File: src/rtl/sg_pkg.sv
package sg_pkg;
  typedef enum logic [2:0] {
    ST_NORMAL = 3'd0,
    ST_GRACE  = 3'd1,
    ST_PROT   = 3'd2,
    ST_BATT   = 3'd3,
    ST_RECOV  = 3'd4
  } sg_state_e;
endpackage

File: src/rtl/sg_sync.sv
module sg_sync #(
  parameter int N = 2
) (
  input  logic         clk,
  input  logic         rst_n,
  input  logic [N-1:0] d_i,
  output logic [N-1:0] q_o
);
  for (genvar b = 0; b < N; b++) begin : g_bit
    logic s1_q, s2_q;
    always_ff @(posedge clk or negedge rst_n) begin
      if (!rst_n) begin
        s1_q <= 1'b1;
        s2_q <= 1'b1;
      end else begin
        s1_q <= d_i[b];
        s2_q <= s1_q;
      end
    end
    assign q_o[b] = s2_q;
  end
endmodule

File: src/rtl/sg_timer.sv
module sg_timer #(
  parameter int CW = 4
) (
  input  logic          clk,
  input  logic          rst_n,
  input  logic          clr_i,
  output logic [CW-1:0] cnt_o
);
  localparam logic [CW-1:0] CMAX = {CW{1'b1}};
  logic [CW-1:0] cnt_q, cnt_d;
  logic          cnt_en;

  assign cnt_en = clr_i || (cnt_q != CMAX);

  always_comb begin
    cnt_d = cnt_q;
    if (clr_i)       cnt_d = '0;
    else if (cnt_en) cnt_d = cnt_q + 1'b1;
  end

  always_ff @(posedge clk or negedge rst_n) begin
    if (!rst_n)      cnt_q <= '0;
    else if (cnt_en) cnt_q <= cnt_d;
  end

  assign cnt_o = cnt_q;
endmodule

File: src/rtl/sg_fsm.sv
module sg_fsm
  import sg_pkg::*;
#(
  parameter int TWP = 8,
  parameter int TER = 16,
  parameter int CW  = 5
) (
  input  logic          clk,
  input  logic          rst_n,
  input  logic          dsel_s_i,
  input  logic          bat_s_i,
  input  logic          busy_i,
  input  logic [CW-1:0] cnt_i,
  output logic          restart_o,
  output logic          acc_en_o,
  output logic          bat_sel_o
);
  localparam logic [CW-1:0] GRACE_LAST = CW'(TWP - 1);
  localparam logic [CW-1:0] RECOV_LAST = CW'(TER - 1);

  sg_state_e state_q, state_d;
  logic      powered_q, powered_d;

  always_comb begin
    state_d = state_q;
    unique case (state_q)
      ST_NORMAL: if (dsel_s_i) state_d = busy_i ? ST_GRACE : ST_PROT;
      ST_GRACE:  if (!busy_i || cnt_i == GRACE_LAST) state_d = ST_PROT;
      ST_PROT: begin
        if (bat_s_i && powered_q) state_d = ST_BATT;
        else if (!dsel_s_i)       state_d = ST_RECOV;
      end
      ST_BATT:   if (!bat_s_i) state_d = ST_PROT;
      ST_RECOV: begin
        if (dsel_s_i)                 state_d = ST_PROT;
        else if (cnt_i == RECOV_LAST) state_d = ST_NORMAL;
      end
      default:   state_d = ST_PROT;
    endcase
  end

  assign powered_d = powered_q | ~dsel_s_i;

  always_ff @(posedge clk or negedge rst_n) begin
    if (!rst_n) begin
      state_q   <= ST_PROT;
      powered_q <= 1'b0;
    end else begin
      state_q   <= state_d;
      powered_q <= powered_d;
    end
  end

  assign restart_o = (state_d != state_q);
  assign acc_en_o  = (state_q == ST_NORMAL) || (state_q == ST_GRACE);
  assign bat_sel_o = (state_q == ST_BATT);

  // the grace window never runs past its last cycle
  p_grace_bound_r5: assert property (@(posedge clk) disable iff (!rst_n)
    (state_q == ST_GRACE) |-> (cnt_i <= GRACE_LAST));

  // failure seen with no access in flight closes access on the next edge
  p_idle_fail_r3: assert property (@(posedge clk) disable iff (!rst_n)
    (state_q == ST_NORMAL && dsel_s_i && !busy_i) |=> (state_q == ST_PROT));

  // a new failure during recovery returns to protection
  p_recov_refail_r10: assert property (@(posedge clk) disable iff (!rst_n)
    (state_q == ST_RECOV && dsel_s_i) |=> (state_q == ST_PROT));

  // recovery ends only at its last counted cycle
  p_recov_end_r9: assert property (@(posedge clk) disable iff (!rst_n)
    (state_q == ST_RECOV && $past(state_q) == ST_RECOV && !acc_en_o) |-> (cnt_i != '0));

  // battery is never selected before first power-up
  p_isolated_r11: assert property (@(posedge clk) disable iff (!rst_n)
    bat_sel_o |-> powered_q);

  // loss of the switchover flag leaves battery mode on the next edge
  p_batt_exit_r8: assert property (@(posedge clk) disable iff (!rst_n)
    (state_q == ST_BATT && !bat_s_i) |=> (state_q == ST_PROT));
endmodule

File: src/rtl/supply_guard.sv
module supply_guard #(
  parameter int TWP = 8,
  parameter int TER = 16
) (
  input  logic clk,
  input  logic rst_n,
  input  logic supply_low_i,
  input  logic batt_low_i,
  input  logic host_ce_n_i,
  input  logic host_oe_n_i,
  input  logic host_we_n_i,
  input  logic host_busy_i,
  output logic mem_ce_n_o,
  output logic mem_oe_n_o,
  output logic mem_we_n_o,
  output logic bus_drive_o,
  output logic bat_sel_o
);
  localparam int WMAX = (TWP > TER) ? TWP : TER;
  localparam int CW   = $clog2(WMAX + 1);

  logic          rs1_q, rs2_q, rst_sn;
  logic [1:0]    flags_s;
  logic [CW-1:0] cnt;
  logic          restart, acc_en;

  always_ff @(posedge clk or negedge rst_n) begin
    if (!rst_n) begin
      rs1_q <= 1'b0;
      rs2_q <= 1'b0;
    end else begin
      rs1_q <= 1'b1;
      rs2_q <= rs1_q;
    end
  end
  assign rst_sn = rs2_q;

  sg_sync #(.N(2)) sync_i (
    .clk   (clk),
    .rst_n (rst_sn),
    .d_i   ({batt_low_i, supply_low_i}),
    .q_o   (flags_s)
  );

  sg_timer #(.CW(CW)) timer_i (
    .clk   (clk),
    .rst_n (rst_sn),
    .clr_i (restart),
    .cnt_o (cnt)
  );

  sg_fsm #(.TWP(TWP), .TER(TER), .CW(CW)) fsm_i (
    .clk       (clk),
    .rst_n     (rst_sn),
    .dsel_s_i  (flags_s[0]),
    .bat_s_i   (flags_s[1]),
    .busy_i    (host_busy_i),
    .cnt_i     (cnt),
    .restart_o (restart),
    .acc_en_o  (acc_en),
    .bat_sel_o (bat_sel_o)
  );

  assign mem_ce_n_o  = host_ce_n_i | ~acc_en;
  assign mem_oe_n_o  = host_oe_n_i | ~acc_en;
  assign mem_we_n_o  = host_we_n_i | ~acc_en;
  assign bus_drive_o = acc_en & ~host_ce_n_i & ~host_oe_n_i & host_we_n_i;

  // the bus is driven only during a selected read
  p_read_drive_r2: assert property (@(posedge clk) disable iff (!rst_sn)
    bus_drive_o |-> (!mem_ce_n_o && !mem_oe_n_o && mem_we_n_o));

  // no write strobe can reach the array on battery
  p_no_write_batt_r6: assert property (@(posedge clk) disable iff (!rst_sn)
    bat_sel_o |-> (mem_we_n_o && mem_ce_n_o && !bus_drive_o));
endmodule

File: config.mk
export PLATFORM = sky130hd
export DESIGN_NAME = supply_guard
export DESIGN_NICKNAME = d
export VERILOG_FILES = /design/src/rtl/sg_pkg.sv /design/src/rtl/sg_sync.sv /design/src/rtl/sg_timer.sv /design/src/rtl/sg_fsm.sv /design/src/rtl/supply_guard.sv
export SDC_FILE = /design/constraint.sdc
export NUM_CORES = 1
export LEC_CHECK = 0
export BUFFER_PORTS_ARGS = -buffer_cell sky130_fd_sc_hd__buf_2
export CAP_MARGIN = 0
export CORE_MARGIN = 3
export CORE_UTILIZATION = 40
export CTS_BUF_LIST = sky130_fd_sc_hd__clkbuf_4 sky130_fd_sc_hd__clkbuf_8
export DETAILED_ROUTE_END_ITERATION = 8
export SLEW_MARGIN = 0
export SYNTH_ARGS = -nofsm -noshare
export SYNTH_HDL_FRONTEND = slang
export SYNTH_HIERARCHICAL = 1
export SYNTH_SLANG_ARGS = --single-unit
export TNS_END_PERCENT = 1
File: constraint.sdc
create_clock -name clk -period 1.29 [get_ports clk]
set_clock_uncertainty 0.05 [all_clocks]
set_input_delay 0.0645 -clock clk [delete_from_list [all_inputs] [get_ports clk]]
set_output_delay 0.0645 -clock clk [all_outputs]
set_load 0.05 [all_outputs]
==> flow_metrics.tcl <==
set metrics [dict create \
    critical_path_class "reg2out" \
    clock_path_buffers 2 \
    r2r-end "timer_i/cnt_o[2]" \
    synth_area_per_cell_sq_um 10.7 \
    die_y_um 48.6 \
    die_area_sq_um 2360 \
    wire_per_inst_um 11.0 \
    rows 14 \
    worstSetupStartpointType "flop" \
    post_dp_cell_area_sq_um 932 \
    die_x_um 48.6 \
    grt_usage_pct 12.4 \
    cts_buffers 3 \
    ys_warn_count 6 \
    dp.cells 117 \
    gp_congestion 0.769 \
    cpMaxStageDelayCell "dfstp_2" \
    crit_path_cell_trace "nor2_2, buf_4, and4bb_1, buf_6" \
    clkSlewWorstSetupHoldPaths_ns 0.08 \
    fin_util_pct 64.7 \
    rsz0062_at_grt "yes" \
    wirelength_um 1370 \
    leakagePower_nw 0.493 \
    cp_max_fo 5 \
    powerDensity_nw_per_um2 1740 \
    layoutNonFillerInstCount 125 \
    area_delta_synth_final_pct 43.9 \
    maxCapViolations 0 \
    cts_tree "yes" \
    min_period_ns 1.48 \
    clkSinkCount 15 \
    via_count 578 \
    grt_max_degree 14 \
    r2r_cells 5 \
    grt_pass1_vias 572 \
    critical_path_arrival_ns 1.37 \
    cp_slowest_stage_delay_ns 0.58 \
    failed_checks "setup timing" \
    seqCellArea_sq_um 383 \
    clk-insertion-delay-late_ns 0.27 \
    antenna_cells 0 \
    status "complete, but fails checks" \
    vdd_drop_max_v 0.00114 \
    root_buffer "clkbuf_4" \
    num_io_pins 13 \
    vias_per_cell 4.62 \
    overflow 0 \
    ant_nets 0 \
    fmax_ghz 0.675 \
    drc 0 \
    drt_iter0_drc 20 \
    worstPathRequired_ns 1.18 \
    syn_inst 68 \
    grt_pass1_wl_um 2290 \
    worst_setup_path_end_kind "primary output" \
    port_buffers 12 \
    fillers 134 \
    yosysUniqueCellTypes 28 \
    dp_hpwl_um 1040 \
    min_path_type "in2async" \
    drv_slew 0 \
    regToRegStartpoint "fsm_i/state_q[1]" \
    nets 112 \
    setup_violations 11 \
    initial_core_util_pct 45.0 \
    seq_area_frac_synth_pct 52.7 \
    tns_ns -1.55 \
    multi_input_area_sq_um 353 \
    htree_levels 1 \
    synthesis.nets 78 \
    rrSetupSlack_ns -0.19 \
    drive_above_1_share_pct 47.5 \
    dr.pass1.iters 4 \
    hold_viol 0 \
    antenna_found_initial 0 \
    setup_ws_ns -0.192 \
    period_share_pct 115 \
    core-area_sq_um 1610 \
    ys_ff_latch 15 \
    final_area_sq_um 1040 \
    power.total_w 0.00181 \
    syn_area_sq_um 724 \
]
[synthesized netlist by cell type]
cell type / number / area (sq um)
xor2_1: 2 / 17.5
and2_2: 1 / 7.51
o21ba_2: 1 / 10.0
o21bai_1: 1 / 7.51
and3_1: 1 / 6.26
a22oi_1: 1 / 7.51
a21o_1: 1 / 7.51
xnor2_1: 1 / 8.76
inv_1: 2 / 7.51
conb_1: 1 / 3.75
nor3_1: 1 / 5.00
o211a_1: 1 / 10.0
nand2b_1: 4 / 25.0
a221o_1: 1 / 10.0
a21oi_1: 4 / 20.0
dfstp_2: 5 / 131
nor2_2: 1 / 6.26
mux2i_1: 2 / 20.0
ha_1: 2 / 25.0
a211o_2: 1 / 10.0
buf_4: 2 / 15.0
dfrtp_1: 10 / 250
nor2b_1: 3 / 18.8
nand2_1: 4 / 15.0
o21ai_0: 3 / 15.0
nand4b_1: 2 / 17.5
and4bb_1: 1 / 12.5
nor2_1: 9 / 33.8
[worst max-delay path by stage]
| stage | start | end | cells past startpoint |
|---|---|---|---|
| final | fsm_i/state_q[1] | bus_drive_o | 4 |
| after global routing | fsm_i/state_q[1] | timer_i/cnt_o[2] | 5 |
| after CTS | fsm_i/state_q[1] | bus_drive_o | 4 |
| after detailed placement | fsm_i/state_q[1] | timer_i/cnt_o[2] | 5 |
| after global placement | fsm_i/state_q[1] | timer_i/cnt_o[2] | 5 |
| after floorplan | timer_i/cnt_o[0] | timer_i/cnt_o[3] | 6 |
[per-layer routing]
metal	up-vias	share of wire [%]	global-route usage [%]
li1	300	-	-
met1	260	43	14.0
met2	16	50	21.3
met3	2	5.8	2.76
met4	0	0.88	7.11
met5	-	0	0
[stage by stage]
step	hold WS, ns	setup slack, ns
detailed placement	-0.198	-0.254
floorplan	-0.281	-0.154
global route	0.0364	-0.278
finish	0.0429	-0.192
global placement	-0.201	-0.212
CTS	0.0260	-0.213
[sequential cells by signal (all words and copies together) (netlist names)]
register	count
fsm_i/powered_q	1
fsm_i/state_q	3
rs1_q	1
rs2_q	1
sync_i/g_bit.s1_q	2
sync_i/g_bit.s2_q	2
timer_i/cnt_o	5
[kinds of logic (layout without fill, tap and decap cells)]
group	after synthesis	in the layout	synth area share (%)
AND/OR/NAND/NOR	27	27	20.4
flip-flops	15	15	52.7
AO/OA/AOI/OAI	14	14	13.5
buffers and inverters	4	37	3.11
XOR/XNOR	3	3	3.63
adder cells (fa/ha/maj)	2	2	3.45
multiplexers	2	2	2.76
other	1	1	0.518
[cell usage in the layout, fill, tap and decap left out, types with 3 or more instances in the layout]
| master | count |
|---|---|
| nand2b_1 | 4 |
| dlygate4sd3_1 | 3 |
| buf_6 | 5 |
| nand2_1 | 3 |
| nor2_1 | 8 |
| o21ai_0 | 3 |
| buf_2 | 7 |
| dfstp_2 | 5 |
| a21oi_1 | 4 |
| dfrtp_1 | 9 |
| clkbuf_4 | 3 |
| buf_4 | 16 |
[power by group]
part	internal [W]	total, W	switching, W
registers	0.000566	0.000645	0.0000788
logic	0.000448	0.000921	0.000473
clock network	0.000115	0.000246	0.000131
total	0.00113	0.00181	0.000683
[repair_timing]
| action | CTS | global route |
|---|---|---|
| setup endpoints to repair | 11 | 12 |
| resized for setup | 13 | 2 |
| endpoints found under the hold margin | 4 | 0 |
| hold buffers | 3 | 0 |
| buffers inserted | 0 | 1 |
| gates cloned | 0 | 0 |
| pin swaps | 9 | 1 |
[critical path: cells and delay by family (launching register included)]
| family | cells | cell delay [ns] |
|---|---|---|
| simple gates | 2 | 0.24 |
| buf+inv | 2 | 0.28 |
| flops | 1 | 0.58 |
[cell type report]
| type | instances | area share [%] |
|---|---|---|
| Clock buffer | 3 | 2.16 |
| Timing Repair Buffer | 31 | 23.2 |
| Clock inverter | 1 | 0.480 |
| Sequential cell | 15 | 36.7 |
| Tap cell | 24 | 2.88 |
| Inverter | 2 | 0.720 |
| Multi-Input combinational cell | 49 | 33.9 |
Power figures use the tool's default switching activity.
